$ cat src/rtl/lsu_pkg.sv
package lsu_pkg;

  typedef enum logic {
    STYLE_STROBES = 1'b0,
    STYLE_DIRDS   = 1'b1
  } host_style_e;

  typedef struct packed {
    logic rd;
    logic wr;
    logic ram;
    logic dma;
  } acc_t;

  // Which bank the lower host lane carries.
  // Wide: fixed by host style, flipped by swap. Narrow: the bank picked by the byte select.
  function automatic logic lower_is_even(host_style_e st, logic wide, logic swap, logic bsel);
    if (wide) return (st == STYLE_STROBES) ^ swap;
    return ~bsel;
  endfunction

  function automatic logic read_fires(acc_t a);
    return a.rd & a.ram;
  endfunction

  // A simultaneous read strobe wins over the write strobe.
  function automatic logic write_fires(acc_t a);
    return a.wr & ~a.rd & a.ram;
  endfunction

  function automatic logic wide_cpu_cycle(acc_t a, logic wide);
    return wide & a.ram & (a.rd | a.wr) & ~a.dma;
  endfunction

endpackage

$ cat src/rtl/lsu_cfg_regs.sv
module lsu_cfg_regs #(
  parameter int ADDR_W   = 11,
  parameter int CTL_W    = 8,
  parameter int WIDE_BIT = 7
) (
  input  logic              clk,
  input  logic              rst_n,
  input  logic              ctl_wr,
  input  logic [CTL_W-1:0]  ctl_wdata,
  input  logic              ptr_wr,
  input  logic [ADDR_W-1:0] ptr_wdata,
  output logic              wide_o,
  output logic              swap_o,
  output logic              bsel_o,
  output logic [ADDR_W-2:0] word_addr_o
);

  localparam int WORD_AW = ADDR_W - 1;

  logic              wide_q;
  logic [ADDR_W-1:0] ptr_q;
  logic              unused_ctl_bits;

  assign unused_ctl_bits = ^(ctl_wdata & ~(CTL_W'(1) << WIDE_BIT));

  always_ff @(posedge clk) begin
    if (!rst_n) begin
      wide_q <= 1'b0;
      ptr_q  <= '0;
    end else begin
      if (ctl_wr) wide_q <= ctl_wdata[WIDE_BIT];
      if (ptr_wr) ptr_q  <= ptr_wdata;
    end
  end

  // Bit 0 is a swap control in wide mode and a byte select in narrow mode.
  assign wide_o      = wide_q;
  assign swap_o      = wide_q & ptr_q[0];
  assign bsel_o      = ~wide_q & ptr_q[0];
  assign word_addr_o = ptr_q[ADDR_W-1:ADDR_W-WORD_AW];

endmodule

$ cat src/rtl/lsu_read_steer.sv
module lsu_read_steer #(
  parameter int BYTE_W = 8
) (
  input  logic                rd_fire,
  input  logic                wide,
  input  logic                lo_even,
  input  logic [BYTE_W-1:0]   rdata_even,
  input  logic [BYTE_W-1:0]   rdata_odd,
  output logic [2*BYTE_W-1:0] dout,
  output logic                lo_oe,
  output logic                hi_oe
);

  logic [BYTE_W-1:0] lo_sel;
  logic [BYTE_W-1:0] hi_sel;

  always_comb begin
    lo_sel = lo_even ? rdata_even : rdata_odd;
    hi_sel = lo_even ? rdata_odd  : rdata_even;
    lo_oe  = rd_fire;
    hi_oe  = rd_fire & wide;
    dout   = '0;
    if (lo_oe) dout[BYTE_W-1:0]        = lo_sel;
    if (hi_oe) dout[2*BYTE_W-1:BYTE_W] = hi_sel;
  end

endmodule

$ cat src/rtl/lsu_write_steer.sv
module lsu_write_steer #(
  parameter int BYTE_W = 8
) (
  input  logic                wr_fire,
  input  logic                wide,
  input  logic                lo_even,
  input  logic [2*BYTE_W-1:0] din,
  output logic                we_even,
  output logic                we_odd,
  output logic [BYTE_W-1:0]   wdata_even,
  output logic [BYTE_W-1:0]   wdata_odd
);

  logic [BYTE_W-1:0] din_lo;
  logic [BYTE_W-1:0] din_hi;

  assign din_lo = din[BYTE_W-1:0];
  assign din_hi = din[2*BYTE_W-1:BYTE_W];

  always_comb begin
    we_even    = wr_fire & (wide | lo_even);
    we_odd     = wr_fire & (wide | ~lo_even);
    wdata_even = (wide & ~lo_even) ? din_hi : din_lo;
    wdata_odd  = (wide &  lo_even) ? din_hi : din_lo;
  end

endmodule

$ cat src/rtl/byte_lane_steer.sv
module byte_lane_steer
  import lsu_pkg::*;
#(
  parameter int ADDR_W   = 11,
  parameter int BYTE_W   = 8,
  parameter int WIDE_BIT = 7
) (
  input  logic                clk,
  input  logic                rst_n,
  input  logic                ctl_wr,
  input  logic [7:0]          ctl_wdata,
  input  logic                ptr_wr,
  input  logic [ADDR_W-1:0]   ptr_wdata,
  input  logic                host_style,
  input  logic                acc_rd,
  input  logic                acc_wr,
  input  logic                acc_ram,
  input  logic                acc_dma,
  input  logic [2*BYTE_W-1:0] hd_in,
  output logic [2*BYTE_W-1:0] hd_out,
  output logic                hd_lo_oe,
  output logic                hd_hi_oe,
  output logic                io16_n,
  output logic [ADDR_W-2:0]   ram_addr,
  output logic                ram_we_even,
  output logic                ram_we_odd,
  output logic [BYTE_W-1:0]   ram_wdata_even,
  output logic [BYTE_W-1:0]   ram_wdata_odd,
  input  logic [BYTE_W-1:0]   ram_rdata_even,
  input  logic [BYTE_W-1:0]   ram_rdata_odd
);

  // Named internal events, visible to the bound checker.
  logic  wide_q;
  logic  swap_q;
  logic  bsel_q;
  logic  lo_even;
  logic  rd_fire;
  logic  wr_fire;
  logic  cpu_wide;
  acc_t  acc;

  assign acc = '{rd: acc_rd, wr: acc_wr, ram: acc_ram, dma: acc_dma};

  lsu_cfg_regs #(
    .ADDR_W  (ADDR_W),
    .CTL_W   (8),
    .WIDE_BIT(WIDE_BIT)
  ) u_cfg (
    .clk        (clk),
    .rst_n      (rst_n),
    .ctl_wr     (ctl_wr),
    .ctl_wdata  (ctl_wdata),
    .ptr_wr     (ptr_wr),
    .ptr_wdata  (ptr_wdata),
    .wide_o     (wide_q),
    .swap_o     (swap_q),
    .bsel_o     (bsel_q),
    .word_addr_o(ram_addr)
  );

  assign lo_even  = lower_is_even(host_style_e'(host_style), wide_q, swap_q, bsel_q);
  assign rd_fire  = read_fires(acc);
  assign wr_fire  = write_fires(acc);
  assign cpu_wide = wide_cpu_cycle(acc, wide_q);
  assign io16_n   = ~cpu_wide;

  lsu_read_steer #(.BYTE_W(BYTE_W)) u_rd (
    .rd_fire   (rd_fire),
    .wide      (wide_q),
    .lo_even   (lo_even),
    .rdata_even(ram_rdata_even),
    .rdata_odd (ram_rdata_odd),
    .dout      (hd_out),
    .lo_oe     (hd_lo_oe),
    .hi_oe     (hd_hi_oe)
  );

  lsu_write_steer #(.BYTE_W(BYTE_W)) u_wr (
    .wr_fire   (wr_fire),
    .wide      (wide_q),
    .lo_even   (lo_even),
    .din       (hd_in),
    .we_even   (ram_we_even),
    .we_odd    (ram_we_odd),
    .wdata_even(ram_wdata_even),
    .wdata_odd (ram_wdata_odd)
  );

endmodule

$ cat config.mk
export PLATFORM = sky130hd
export DESIGN_NAME = byte_lane_steer
export DESIGN_NICKNAME = d
export VERILOG_FILES = /design/src/rtl/lsu_pkg.sv /design/src/rtl/lsu_cfg_regs.sv /design/src/rtl/lsu_read_steer.sv /design/src/rtl/lsu_write_steer.sv /design/src/rtl/byte_lane_steer.sv
export SDC_FILE = /design/constraint.sdc
export NUM_CORES = 1
export LEC_CHECK = 0
export CORE_MARGIN = 4
export CORE_UTILIZATION = 29
export CTS_BUF_LIST = sky130_fd_sc_hd__clkbuf_4 sky130_fd_sc_hd__clkbuf_8
export DETAILED_ROUTE_END_ITERATION = 12
export GPL_TIMING_DRIVEN = 0
export PLACE_DENSITY_LB_ADDON = 0.25
export SYNTH_ARGS = -nofsm -noshare
export SYNTH_HDL_FRONTEND = slang
export SYNTH_SLANG_ARGS = --single-unit
export TNS_END_PERCENT = 5
$ cat constraint.sdc
create_clock -name clk -period 1.65 [get_ports clk]
set_clock_uncertainty 0.2 [all_clocks]
set_input_delay 0.4125 -clock clk [delete_from_list [all_inputs] [get_ports clk]]
set_output_delay 0.4125 -clock clk [all_outputs]
set_load 0.01 [all_outputs]
==> results.py <==
metrics = {
    "outcome": {
        "status": "complete, but fails checks",
        "violations": "setup timing",
    },
    "global_route": {
        "grt_overflow": 0,
        "grt_antenna_before_repair": 0,
        "first_global_vias": 1333,
        "grt_max_degree": 11,
        "grt.total_usage_pct": 15.6,
        "grt_pass1_wl_um": 6680,
    },
    "worst_setup_path": {
        "worstPathRequired_ns": 1.04,
        "cp-start-kind": "input port",
        "r2r-start": "u_cfg.wide_o$_SDFFE_PN0P_",
        "rrSetupSlack_ns": 0.58,
        "worstSetupEndpointType": "output port",
        "cp_max_fo": 8,
        "r2r_end": "u_cfg.wide_o$_SDFFE_PN0P_",
        "rr_worst_depth": 4,
        "crit_arrival_ns": 1.55,
        "crit_type": "input port to output port",
    },
    "cells_and_area": {
        "area_growth_pct": 99.5,
        "drive_gt1_share_pct": 44.0,
        "fin_util_pct": 61.9,
        "antenna_cells": 0,
        "layout.nets": 311,
    },
    "floorplan": {
        "io_pins": 107,
        "dieHeight_um": 71.5,
        "start_util_pct": 31.0,
        "core_area_um2": 3770,
        "rows": 22,
        "dieArea_um2": 5110,
        "die_w_um": 71.5,
    },
    "sta": {
        "rsz0062_at_grt": "yes",
        "setup_viol": 34,
        "worst_slew_pin_slew_ns": 0.310,
        "setup-tns-final_ns": -13.33,
        "finalCritPeriodShare_pct": 131,
        "worst_hold_slack_ns": 0.316,
        "hold_violations": 0,
        "period_needed_ns": 2.17,
        "timing.final.ws_setup_ns": -0.515,
        "timing.slew.headroom_pct": 79.3,
        "max_freq_mhz": 462,
        "slew_violations": 0,
    },
    "clocking": {
        "clkLatencyLatePin_ns": 0.23,
        "postCtsHoldBufs": 0,
        "cts-root-buf": "clkbuf_8",
        "htreeDepth": 1,
        "clkTransAtPathRegs_ns": 0.05,
        "cts_sinks": 12,
        "numCtsBuffers": 3,
        "ctsLongestPathBuffers": 2,
        "cts_tree": "done",
    },
    "route": {
        "dr.pass1.iters": 4,
        "drtAntennaViolNets": 0,
        "via_per_inst": 4.76,
        "vias": 1419,
        "drc": 0,
        "routed_wl_um": 4340,
        "wire_per_inst_um": 14.6,
        "drt-initial-drc-count": 93,
    },
    "yosys": {
        "yosys_warnings": 0,
        "synth-async-reset-ratio_pct": 0,
        "syn_area_um2": 1170,
        "synth_cells": 138,
        "synth_edf_count": 0,
        "ys_seq_elements": 12,
        "synth_ff_type": "dfxtp_1",
        "avgSynthCellArea_um2": 8.48,
        "synth_cell_types": 26,
        "ys_seq_area_share_pct": 20.5,
        "synth_nets": 198,
    },
    "hold_path": {
        "min_from": "u_cfg.ptr_q[1]$_SDFFE_PN0P_",
        "hold_path_end": "u_cfg.ptr_q[1]$_SDFFE_PN0P_",
        "hold_class": "flip-flop to flip-flop",
        "min_path_cells": 2,
    },
    "placement": {
        "gp_congestion": 0.774,
        "pre_cts_ws_ns": -1.32,
        "post-dp-hpwl_um": 3320,
        "portBuffers": 99,
    },
    "power": {
        "total_power_mw": 1.15,
        "power.switching_mw": 0.306,
        "switching_share_pct": 26.6,
        "vdd_drop_max_mv": 0.566,
        "internal_power_mw": 0.845,
        "seqPwrFrac_pct": 27.6,
        "pwr_density_cell_nw_per_um2": 494,
        "comb_power_share_pct": 45.3,
        "p_leak_nw": 1.09,
        "power_frac_clock_pct": 27.2,
    },
    "job": {
        "drv_cap": 0,
    },
}
==> per-layer routing <==
layer	track usage (%)	up-vias	part of all wire (%)
li1	-	708	-
met1	21.3	638	44
met2	26.5	71	46
met3	2.24	2	10
met4	1.88	0	0.23
met5	0	-	0
==> cell families (layout without fill, tap and decap cells) <==
family,count (synthesis),after routing,synth area share [%]
AO/OA/AOI/OAI,36,36,19.8
flip-flops,12,12,20.5
buffers and inverters,22,132,12.2
XOR/XNOR,1,1,0.749
multiplexers,28,28,28.2
AND/OR/NAND/NOR,39,41,18.5
==> worst max-delay path by stage <==
stage,startpoint,to,slack (ns),cells past startpoint
finish,host_style,ram_wdata_odd[4],-0.52,6
global route,u_cfg.ptr_q[0]$_SDFFE_PN0P_,ram_wdata_odd[4],-0.56,5
CTS,u_cfg.ptr_q[0]$_SDFFE_PN0P_,ram_wdata_odd[4],-0.54,5
detailed placement,host_style,hd_out[8],-1.32,6
global placement,host_style,hd_out[12],-1.30,6
floorplan,u_cfg.ptr_q[0]$_SDFFE_PN0P_,ram_wdata_odd[0],-0.18,5
==> repair_timing <==
item | in CTS | in global routing
resized for setup | 231 | 9
pin swaps | 22 | 3
cloned | 2 | 0
endpoints found under the setup margin | 47 | 36
buffers inserted | 10 | 0
==> layout by cell type, fill, tap and decap left out, types with 2 or more instances in the layout <==
cell / n
dfxtp_1: 10
buf_4: 30
clkdlybuf4s15_1: 2
mux2_2: 8
o21ai_1: 12
nand3b_1: 2
and3_4: 2
clkdlybuf4s50_1: 48
a21boi_1: 16
nand3_1: 16
clkbuf_8: 5
nor2_1: 3
o21ai_2: 3
mux2_4: 8
o21ai_0: 2
buf_2: 23
and2_4: 2
buf_6: 19
mux2i_1: 12
nor2b_1: 12
==> state kept, by name, indices dropped and copies added (netlist names) <==
register and flops:
u_cfg.wide_o 1, u_cfg.ptr_q 11
==> cell type report <==
class | count | area (um2)
Sequential cell | 12 | 245
Timing Repair Buffer | 109 | 965
Tap cell | 48 | 60.1
Fill cell | 361 | 1440
Clock buffer | 4 | 55.1
Inverter | 1 | 3.75
Multi-Input combinational cell | 106 | 851
Buffer | 18 | 154
==> stage by stage <==
step                area, um2  instances
floorplan                1170        138
global placement         2220        285
detailed placement       2220        285
CTS                      2300        298
global route             2330        298
finish                   2330        298
==> critical path: stages <==
cell	delay, ns
buf_2	0.15
xor2_2	0.19
or2_1	0.22
buf_6	0.15
mux2_4	0.30
buf_6	0.12
==> Yosys cell counts, drive strengths merged, types with 2 or more instances <==
cell,number,share of area (%)
a21boi,17,11
buf,16,10
clkbuf,5,1.8
dfxtp,12,21
mux2,16,18
mux2i,12,10
nand2,2,0.64
nand3,16,6.8
nand3b,2,1.3
nor2,3,0.96
nor2b,12,6.4
o21ai,17,7.3
==> power groups by stage <==
stage | registers [mW] | clock network, mW | logic [mW]
2_1_floorplan | 0.320 | 0 | 0.212
3_3_place_gp | 0.321 | 0 | 0.485
3_5_place_dp | 0.321 | 0 | 0.491
4_1_cts | 0.318 | 0.323 | 0.510
5_1_grt | 0.321 | 0.332 | 0.558
6_report | 0.318 | 0.313 | 0.521
Power figures use the tool's default switching activity.
